## config.mk

```make
export PLATFORM = sky130hd
export DESIGN_NAME = pmc_top
export DESIGN_NICKNAME = d
export VERILOG_FILES = /design/src/rtl/pmc_pkg.sv /design/src/rtl/pmc_ctrl_reg.sv /design/src/rtl/pmc_settle_timer.sv /design/src/rtl/pmc_fsm.sv /design/src/rtl/pmc_top.sv
export SDC_FILE = /design/constraint.sdc
export NUM_CORES = 1
export LEC_CHECK = 0
export BUFFER_PORTS_ARGS = -buffer_cell sky130_fd_sc_hd__buf_2
export CAP_MARGIN = 20
export CORE_AREA = 2 2 42 82
export DETAILED_ROUTE_END_ITERATION = 10
export DIE_AREA = 0 0 44 84
export GPL_ROUTABILITY_DRIVEN = 0
export PLACE_DENSITY_LB_ADDON = 0.25
export SLEW_MARGIN = 25
export SYNTH_ARGS = -nofsm -noshare
export SYNTH_HDL_FRONTEND = slang
export SYNTH_SLANG_ARGS = --single-unit
```

## constraint.sdc

```tcl
create_clock -name clk -period 3.5 [get_ports clk]
set_input_delay 0.175 -clock clk [delete_from_list [all_inputs] [get_ports clk]]
set_output_delay 0.175 -clock clk [all_outputs]
set_load 0.03 [all_outputs]
```

## src/rtl/pmc_pkg.sv

```systemverilog
package pmc_pkg;

  localparam int CNT_W = 18;
  localparam int SEL_W = 3;

  typedef enum logic [1:0] {
    PM_RUN     = 2'b00,
    PM_NAP     = 2'b01,
    PM_DEEP    = 2'b10,
    PM_SETTLE  = 2'b11
  } pm_state_e;

  // Settle length in clock states for each select code.
  function automatic logic [CNT_W-1:0] settle_states(input logic [SEL_W-1:0] sel);
    logic [CNT_W-1:0] n;
    case (sel)
      3'd0:    n = CNT_W'(8192);
      3'd1:    n = CNT_W'(16384);
      3'd2:    n = CNT_W'(32768);
      3'd3:    n = CNT_W'(65536);
      3'd4:    n = CNT_W'(131072);
      3'd5:    n = CNT_W'(1024);
      3'd6:    n = CNT_W'(128);
      default: n = CNT_W'(16);
    endcase
    return n;
  endfunction

endpackage

```

## src/rtl/pmc_ctrl_reg.sv

```systemverilog
module pmc_ctrl_reg
  import pmc_pkg::*;
#(
  parameter int DATA_W = 8
) (
  input  logic              clk,
  input  logic              rst_n,
  input  logic              we,
  input  logic [DATA_W-1:0] wdata,
  output logic              deep_sel,
  output logic [SEL_W-1:0]  settle_sel,
  output logic [DATA_W-1:0] rdata
);
  localparam int LIVE_W = 1 + SEL_W;
  localparam int RSV_W  = DATA_W - LIVE_W;

  logic [LIVE_W-1:0] live_q;

  always_ff @(posedge clk or negedge rst_n) begin
    if (!rst_n)  live_q <= '0;
    else if (we) live_q <= wdata[DATA_W-1 -: LIVE_W];
  end

  assign deep_sel   = live_q[LIVE_W-1];
  assign settle_sel = live_q[SEL_W-1:0];
  assign rdata      = {live_q, {RSV_W{1'b0}}};


  always_comb begin
    if (rst_n) rsv_zero_chk: assert (rdata[RSV_W-1:0] == '0);
  end


  wr_hold_chk: assert property (@(posedge clk) disable iff (!rst_n)
    we |=> rdata[DATA_W-1 -: LIVE_W] == $past(wdata[DATA_W-1 -: LIVE_W]));

endmodule

```

## src/rtl/pmc_settle_timer.sv

```systemverilog
module pmc_settle_timer
  import pmc_pkg::*;
(
  input  logic             clk,
  input  logic             rst_n,
  input  logic             load,
  input  logic [CNT_W-1:0] load_val,
  input  logic             run,
  output logic             expire
);
  logic [CNT_W-1:0] cnt_q;

  always_ff @(posedge clk or negedge rst_n) begin
    if (!rst_n)                 cnt_q <= '0;
    else if (load)              cnt_q <= load_val;
    else if (run && cnt_q != 0) cnt_q <= cnt_q - 1'b1;
  end

  assign expire = run && (cnt_q == CNT_W'(1));


  step_chk: assert property (@(posedge clk) disable iff (!rst_n)
    (run && !load && !expire) |=> cnt_q == $past(cnt_q) - 1'b1);


  expire_pulse_chk: assert property (@(posedge clk) disable iff (!rst_n)
    (expire && !load) |=> !expire);

endmodule

```

## src/rtl/pmc_fsm.sv

```systemverilog
module pmc_fsm
  import pmc_pkg::*;
(
  input  logic      clk,
  input  logic      rst_n,
  input  logic      sleep_req,
  input  logic      wake_irq,
  input  logic      deep_sel,
  input  logic      expire,
  output pm_state_e state,
  output logic      load_evt,
  output logic      settle_run
);
  pm_state_e state_q, state_d;

  always_comb begin
    state_d = state_q;
    unique case (state_q)
      PM_RUN:    if (sleep_req) state_d = deep_sel ? PM_DEEP : PM_NAP;
      PM_NAP:    if (wake_irq)  state_d = PM_RUN;
      PM_DEEP:   if (wake_irq)  state_d = PM_SETTLE;
      PM_SETTLE: if (expire)    state_d = PM_RUN;
      default:                  state_d = PM_RUN;
    endcase
  end

  always_ff @(posedge clk or negedge rst_n) begin
    if (!rst_n) state_q <= PM_RUN;
    else        state_q <= state_d;
  end

  assign state      = state_q;
  assign load_evt   = (state_q == PM_DEEP) && wake_irq;
  assign settle_run = (state_q == PM_SETTLE);


  nap_hold_chk: assert property (@(posedge clk) disable iff (!rst_n)
    (state_q == PM_NAP && !wake_irq) |=> state_q == PM_NAP);


  nap_wake_chk: assert property (@(posedge clk) disable iff (!rst_n)
    (state_q == PM_NAP && wake_irq) |=> state_q == PM_RUN);


  deep_wake_chk: assert property (@(posedge clk) disable iff (!rst_n)
    (state_q == PM_DEEP && wake_irq) |=> state_q == PM_SETTLE);


  settle_exit_chk: assert property (@(posedge clk) disable iff (!rst_n)
    (state_q == PM_SETTLE && expire) |=> state_q == PM_RUN);

endmodule

```

## src/rtl/pmc_top.sv

```systemverilog
module pmc_top
  import pmc_pkg::*;
(
  input  logic       clk,
  input  logic       rst_n,
  input  logic       reg_we,
  input  logic [7:0] reg_wdata,
  output logic [7:0] reg_rdata,
  input  logic       sleep_req,
  input  logic       wake_irq,
  output logic [1:0] mode,
  output logic       clk_en,
  output logic       settle_done
);
  logic             deep_sel;
  logic [SEL_W-1:0] settle_sel;
  pm_state_e        state;
  logic             load_evt;
  logic             settle_run;
  logic             expire;

  pmc_ctrl_reg #(.DATA_W(8)) u_reg (
    .clk        (clk),
    .rst_n      (rst_n),
    .we         (reg_we),
    .wdata      (reg_wdata),
    .deep_sel   (deep_sel),
    .settle_sel (settle_sel),
    .rdata      (reg_rdata)
  );

  pmc_fsm u_fsm (
    .clk        (clk),
    .rst_n      (rst_n),
    .sleep_req  (sleep_req),
    .wake_irq   (wake_irq),
    .deep_sel   (deep_sel),
    .expire     (expire),
    .state      (state),
    .load_evt   (load_evt),
    .settle_run (settle_run)
  );

  pmc_settle_timer u_tmr (
    .clk      (clk),
    .rst_n    (rst_n),
    .load     (load_evt),
    .load_val (settle_states(settle_sel)),
    .run      (settle_run),
    .expire   (expire)
  );

  assign mode        = state;
  assign clk_en      = (state == PM_RUN);
  assign settle_done = expire;


  gate_chk: assert property (@(posedge clk) disable iff (!rst_n)
    (mode != 2'b00) |-> !clk_en);


  done_in_settle_chk: assert property (@(posedge clk) disable iff (!rst_n)
    settle_done |-> mode == 2'b11);

endmodule

```

==> impl_metrics.csv, run 1 <==
group,metric,value,unit
outcome,run_status,"complete, no violations",
timing,finalWorstSetupSlack,1100,ps
min_path,hold_end,"u_reg.live_q[3]",
global_routing,globalRouteTotalUtil,20.8,%
setup_path,reg2reg_to,"u_tmr.cnt_q[9]",
drt,via_per_inst,6.23,
clock_tree,clock_path_buffers,2,
drt,route.vias.total,1277,
drt,drt_iter0_drc,37,
drt,met1Wirelength,1.31,mm
power_and_ir_drop,max-vdd-ir-drop,0.000365,V
global_routing,grt_pass1_wl,5.80,mm
yosys,synthDistinctLibCells,50,
setup_path,r2r-start,"u_tmr.cnt_q[0]",
cells_and_area,drive_above_1_share,20.7,%
min_path,worstHoldPathType,"input pin to register",
global_routing,antenna_found_initial,0,
yosys,synth-main-ff-cell,"dfrtp_1",
min_path,hp-start,"reg_wdata[7]",
floorplan,coreArea,0.00312,mm2
clock_tree,clkTransAtPathRegs,90,ps
setup_path,worst_setup_path_start_kind,"register",
floorplan,ios,25,
placement,portBuffers,16,
timing,period_share,68.4,%
cells_and_area,insertedDiodeCount,0,
placement,dpl.hpwl,2.67,mm
setup_path,arrival,2220,ps
floorplan,start_util,48.3,%
clock_tree,cts_setup_buffers,0,
setup_path,rrSetupSlack,1260,ps
setup_path,crit_fanout,7,
timing,tns,0,ps
timing,rsz0062_at_grt,"no",
cells_and_area,layout_commonest_cell,"dfrtp_1",
timing,final_max_slew_viol_count,0,
run,drv_cap,0,
global_routing,grt_pass1_vias,1285,
timing,worstMarginPinSlew,642,ps
setup_path,required,3320,ps
floorplan,rows,29,
cells_and_area,layout_common_cells,"dfrtp_1 (24), nor2_1 (18), buf_2 (16)",
timing,fin_crit,2400,ps
timing,relSlewSlack,56.9,%
cells_and_area,area.growth.synth_to_final,9.22,%
cells_and_area,final_core_util,52.7,%
clock_tree,cts-root-buf,"clkbuf_8",
floorplan,dieArea,0.00370,mm2
yosys,syn-cell-area,0.00151,mm2
clock_tree,htree_levels,1,
clock_tree,cts_tree,"done",
cells_and_area,final_cell_area,0.00165,mm2
yosys,async_flop_share,100,%
min_path,whs_path_depth,3,
clock_tree,cts.sink_count,24,
setup_path,crit_path_end_kind,"output pin",
drt,first_pass_iters,4,
yosys,yosysWarnings,0,
floorplan,dieHeight,84,um
power_and_ir_drop,power.leakage,0.725,nW
cells_and_area,fin_nets,190,
power_and_ir_drop,powerDensity,802,mW/mm2
global_routing,grt_start_max_net_pins,25,
drt,met3_length,143,um
clock_tree,clock_latency,280,ps
setup_path,reg2reg_depth,7,
placement,place_ws,1300,ps
timing,fin_skew,7.58,ps
yosys,yosysSeqAreaShare,39.9,%
placement,post_dp_cell_area,0.00156,mm2
drt,ant_nets,0,
drt,wl_per_cell,17.0,um
drt,drcViolationCount,0,
drt,dr_wl_met2,1.96,mm
drt,dr.max_layer_used,"met4",
setup_path,path_class,"register to output pin",
drt,routed_wl,3.49,mm
timing,hold_viol_final,0,
timing,final-setup-viol-count,0,
timing,holdWs,111,ps
global_routing,grt_overflow_total,0,
yosys,syn_inst,162,
yosys,syn_area_per_cell,9.30,um2
clock_tree,numCtsBuffers,3,
floorplan,dieWidth,44,um
timing,max_freq,0.417,GHz
yosys,synth_edf_count,0,
yosys,synth-seq-cells,24,
==> power by group <==
part / internal (mW) / switching, mW / leakage [nW]
sequential: 0.373 / 0.134 / 0.301
clock: 0.153 / 0.0947 / 0.0357
combinational: 0.234 / 0.330 / 0.388
==> flip-flops by register name, summed over array words and instances, names as in the netlist <==
name / count
u_tmr.cnt_q: 18
u_reg.live_q: 4
u_fsm.state: 2
==> critical path, cell delays in order (launching register included) <==
cell and delay (ps):
dfrtp_1 450, nor4_2 630, and4bb_4 380, nand3_1 140, nor2_1 120, buf_2 210
==> repair_timing <==
action	CTS	global route
gates resized for setup	0	0
hold buffers	1	0
hold endpoints to repair	24	0
==> metrics by stage <==
step	power, mW	instances
2_1_floorplan	0.929	165
5_1_grt	1.41	205
4_1_cts	1.31	205
3_5_place_dp	1.07	200
3_3_place_gp	1.04	200
6_report	1.32	205
==> synthesized netlist by cell type, types with 5 or more instances <==
master	number	share of area, %
xnor2_1	5	2.9
or4_1	7	3.5
nor2_1	18	4.5
dfrtp_1	24	40
o21ai_0	5	1.7
nor3_1	5	1.7
nand2_1	13	3.2
clkbuf_1	5	1.2
inv_1	5	1.2
a31oi_1	6	2.5
buf_4	5	2.5
a21oi_1	12	4.0
==> worst max-delay path by stage <==
stage	endpoint	slack, ps	cells after the start	start
after floorplan	u_tmr.cnt_q[11]	1510	8	u_tmr.cnt_q[0]
after global placement	u_tmr.cnt_q[5]	1360	5	u_tmr.cnt_q[4]
after detailed placement	u_tmr.cnt_q[10]	1300	5	u_tmr.cnt_q[4]
after global routing	settle_done	930	5	u_tmr.cnt_q[4]
final	settle_done	1100	5	u_tmr.cnt_q[4]
after CTS	settle_done	1090	5	u_tmr.cnt_q[4]
==> final cells by class <==
cell class                 instances  area, um2
fill                             292       1480
multi-input combinational        124        826
sequential                        24        601
timing repair buffer              17       90.1
clock buffer                       3       41.3
tap                               31       38.8
clock inverter                     1       30.0
inverter                           5       18.8
==> routing by layer <==
metal  up-vias  global-route usage [%]
li1        611                       -
met1       617                    23.0
met3         7                    1.73
met2        42                    37.2
met4         0                    10.2
met5         -                       0
==> kinds of logic (layout without fill, tap and decap cells) <==
family	count (synthesis)	count (layout)	synth area share (%)
adder cells (fa/ha/maj)	2	2	1.66
multiplexers	6	6	4.15
other	1	4	0.249
AND/OR/NAND/NOR	68	68	27.3
flip-flops	24	24	39.9
AO/OA/AOI/OAI	39	39	17.8
XOR/XNOR	5	5	2.91
buffers and inverters	17	26	6.06
(Power assumes the default switching activity.)
==> inputs of run 2 (changes only) <==
--- a/config.mk
+++ b/config.mk
@@ -5,11 +5,12 @@
 export SDC_FILE = /design/constraint.sdc
 export NUM_CORES = 1
 export LEC_CHECK = 0
+export ABC_AREA = 1
 export BUFFER_PORTS_ARGS = -buffer_cell sky130_fd_sc_hd__buf_2
 export CAP_MARGIN = 20
-export CORE_AREA = 2 2 42 82
+export CORE_AREA = 2 2 44 86
 export DETAILED_ROUTE_END_ITERATION = 10
-export DIE_AREA = 0 0 44 84
+export DIE_AREA = 0 0 46 88
 export GPL_ROUTABILITY_DRIVEN = 0
 export PLACE_DENSITY_LB_ADDON = 0.25
 export SLEW_MARGIN = 25
==> constraint.sdc (replaced) <==
create_clock -name clk -period 2 [get_ports clk]
set_input_delay 0.1 -clock clk [delete_from_list [all_inputs] [get_ports clk]]
set_output_delay 0.1 -clock clk [all_outputs]
set_load 0.03 [all_outputs]
==> impl_metrics.csv, run 2 <==
group,metric,value,unit
clock_tree,numCtsBuffers,3,
power_and_ir_drop,power_frac_clock,11.2,%
global_routing,globalRouteTotalUtil,21.7,%
placement,post_dp_cell_area,0.00175,mm2
yosys,synth_most_common_cell,"nand2_1",
clock_tree,clock_latency,270,ps
floorplan,coreArea,0.00338,mm2
cells_and_area,n_fill_cell,337,
floorplan,ios,25,
cells_and_area,final_cell_area,0.00182,mm2
power_and_ir_drop,p_sw_share,52.1,%
clock_tree,cts_setup_buffers,0,
timing,finalWorstSetupSlack,289,ps
global_routing,grt_start_max_net_pins,25,
timing,final_max_slew_viol_count,0,
drt,route.vias.total,1551,
yosys,async_flop_share,100,%
clock_tree,cts-root-buf,"clkbuf_8",
drt,drt_iter0_drc,46,
yosys,syn_area_per_cell,6.97,um2
cells_and_area,largest_reg_flops,18,
cells_and_area,area.growth.synth_to_final,9.24,%
timing,fin_skew,3.06,ps
yosys,synth_edf_count,0,
clock_tree,cts.sink_count,24,
placement,portBuffers,16,
drt,drcViolationCount,0,
run,drv_cap,0,
yosys,yosysSeqAreaShare,36.1,%
setup_path,crit_fanout,5,
setup_path,path_class,"register to output pin",
drt,first_pass_iters,4,
yosys,synth_top_area_share,36.1,%
drt,wl_per_cell,13.1,um
clock_tree,clkTransAtPathRegs,90,ps
global_routing,antenna_found_initial,0,
min_path,worstHoldPathType,"input pin to register",
cells_and_area,layout_common_cells,"nand2_1 (63), nor2_1 (39), inv_1 (25)",
power_and_ir_drop,power,3.00,mW
yosys,synth_commonest_cells,"nand2_1 (63), nor2_1 (39), inv_1 (25), dfrtp_1 (24), o21ai_0 (16)",
power_and_ir_drop,p_comb_share,59.5,%
floorplan,dieArea,0.00405,mm2
yosys,yosysWarnings,0,
timing,tns,0,ps
setup_path,worst_setup_path_start_kind,"register",
clock_tree,htree_levels,1,
yosys,syn_inst,239,
yosys,synth_top_area_cell,"dfrtp_1",
global_routing,grt_pass1_vias,1466,
setup_path,arrival,1610,ps
timing,period_share,85.5,%
power_and_ir_drop,power_switching,1.56,mW
floorplan,dieHeight,88,um
floorplan,dieWidth,46,um
cells_and_area,fin_nets,274,
placement,place_ws,349,ps
yosys,synthTopCellsByArea,"dfrtp_1 (36%), nand2_1 (14%), nor2_1 (8.8%)",
yosys,syn-cell-area,0.00167,mm2
drt,ant_nets,0,
floorplan,start_util,49.3,%
timing,rsz0062_at_grt,"no",
power_and_ir_drop,powerDensity,1650,mW/mm2
drt,via_per_inst,5.35,
setup_path,required,1900,ps
cells_and_area,insertedDiodeCount,0,
timing,fin_crit,1710,ps
yosys,synth-main-ff-cell,"dfrtp_1",
power_and_ir_drop,power.leakage,0.929,nW
power_and_ir_drop,p_int,1.44,mW
outcome,run_status,"complete, no violations",
placement,dpl.hpwl,2.95,mm
setup_path,crit_path_end_kind,"output pin",
cells_and_area,largest_register,"u_tmr.cnt_q",
timing,relSlewSlack,62.3,%
global_routing,grt_pass1_wl,6.42,mm
timing,worstMarginPinSlew,565,ps
timing,max_freq,0.584,GHz
cells_and_area,drive_above_1_share,18.6,%
power_and_ir_drop,max-vdd-ir-drop,0.000752,V
yosys,synth-seq-cells,24,
clock_tree,clock_path_buffers,2,
timing,hold_viol_final,0,
power_and_ir_drop,pwr-share-seq,29.3,%
global_routing,grt_overflow_total,0,
cells_and_area,final_core_util,53.9,%
timing,final-setup-viol-count,0,
yosys,synthDistinctLibCells,31,
drt,routed_wl,3.79,mm
clock_tree,cts_tree,"done",
floorplan,rows,30,
cells_and_area,layout_commonest_cell,"nand2_1",
run 2: changes by cell type in the layout (fill, tap and decap cells not counted), moves of 4 or more:
cell     before  now
nor4_2        4    0
a21oi_1      12    1
xnor2_1       5    0
nor2_2        0    5
a31oi_1       6    0
o21ai_2       0    5
or4_1         7    0
mux2i_1       4    0
nand3_1       2   14
nand2_1      13   63
nor2_1       18   39
inv_1         5   25
nand4_1       1    5
o21ai_0       5   16
run 2: what timing repair did:
action / in CTS / in global routing
hold buffers: 1 / 0
resized for setup: 0 / 0
endpoints found under the hold margin: 24 / 0
run 2: final timing paths:
path                           startpoint  cells past startpoint         endpoint  slack (ps)
max                        u_tmr.cnt_q[8]                      6      settle_done         290
min                          reg_wdata[5]                      3  u_reg.live_q[1]          40
max reg2reg                u_tmr.cnt_q[0]                     10   u_tmr.cnt_q[8]         340
min reg2reg                u_fsm.state[0]                      2   u_fsm.state[0]         560
max in group asynchronous           rst_n                      2  u_reg.live_q[0]        1280
min in group asynchronous           rst_n                      2   u_tmr.cnt_q[0]         350
run 2: kinds of logic after synthesis:
logic type / synth area share, %
and+or+nand+nor: 40.3
buffers and inverters: 9.99
AOI/OAI and AO/OA: 9.99
DFF: 36.1
adders and majority gates: 1.50
muxes: 1.35
other: 0.225
xor gates and xnor gates: 0.526
run 2: power groups by stage:
stage | sequential, mW | combinational (mW) | clock [mW]
2_1_floorplan | 0.879 | 1.40 | 0
3_3_place_gp | 0.883 | 1.76 | 0
3_5_place_dp | 0.887 | 1.78 | 0
4_1_cts | 0.876 | 1.79 | 0.341
5_1_grt | 0.903 | 2.04 | 0.357
6_report | 0.880 | 1.79 | 0.337
run 2: area by class of cell:
cell class / instances / area [um2] / share of cell area, %
multi-input cells: 183 / 910 / 50.0
repair buffers: 20 / 113 / 6.19
clock buffers: 4 / 55.1 / 3.03
inverters: 27 / 101 / 5.57
well taps: 32 / 40.0 / 2.20
flip-flops and latches: 24 / 601 / 33.0
run 2: metal layers:
metal | vias to the layer above | part of all wire [%] | track usage [%]
li1 | 790 | - | -
met4 | 0 | 4.1 | 14.0
met5 | - | 0 | 0
met1 | 711 | 38 | 23.4
met2 | 37 | 55 | 37.2
met3 | 13 | 3.2 | 2.89
run 2: through the flow:
| stage | hold WS (ps) | std cells |
|---|---|---|
| 3_3_place_gp | 117 | 285 |
| 4_1_cts | 38.7 | 290 |
| 3_5_place_dp | 133 | 285 |
| 6_report | 35.3 | 290 |
| 2_1_floorplan | -196 | 242 |
| 5_1_grt | 54.9 | 290 |
run 2: critical path, cell delays in order (launching register included):
cell and delay, ps:
dfrtp_1 450, nor2_2 140, nand2_1 110, nor2_2 200, inv_1 100, nor3_1 130, buf_2 220
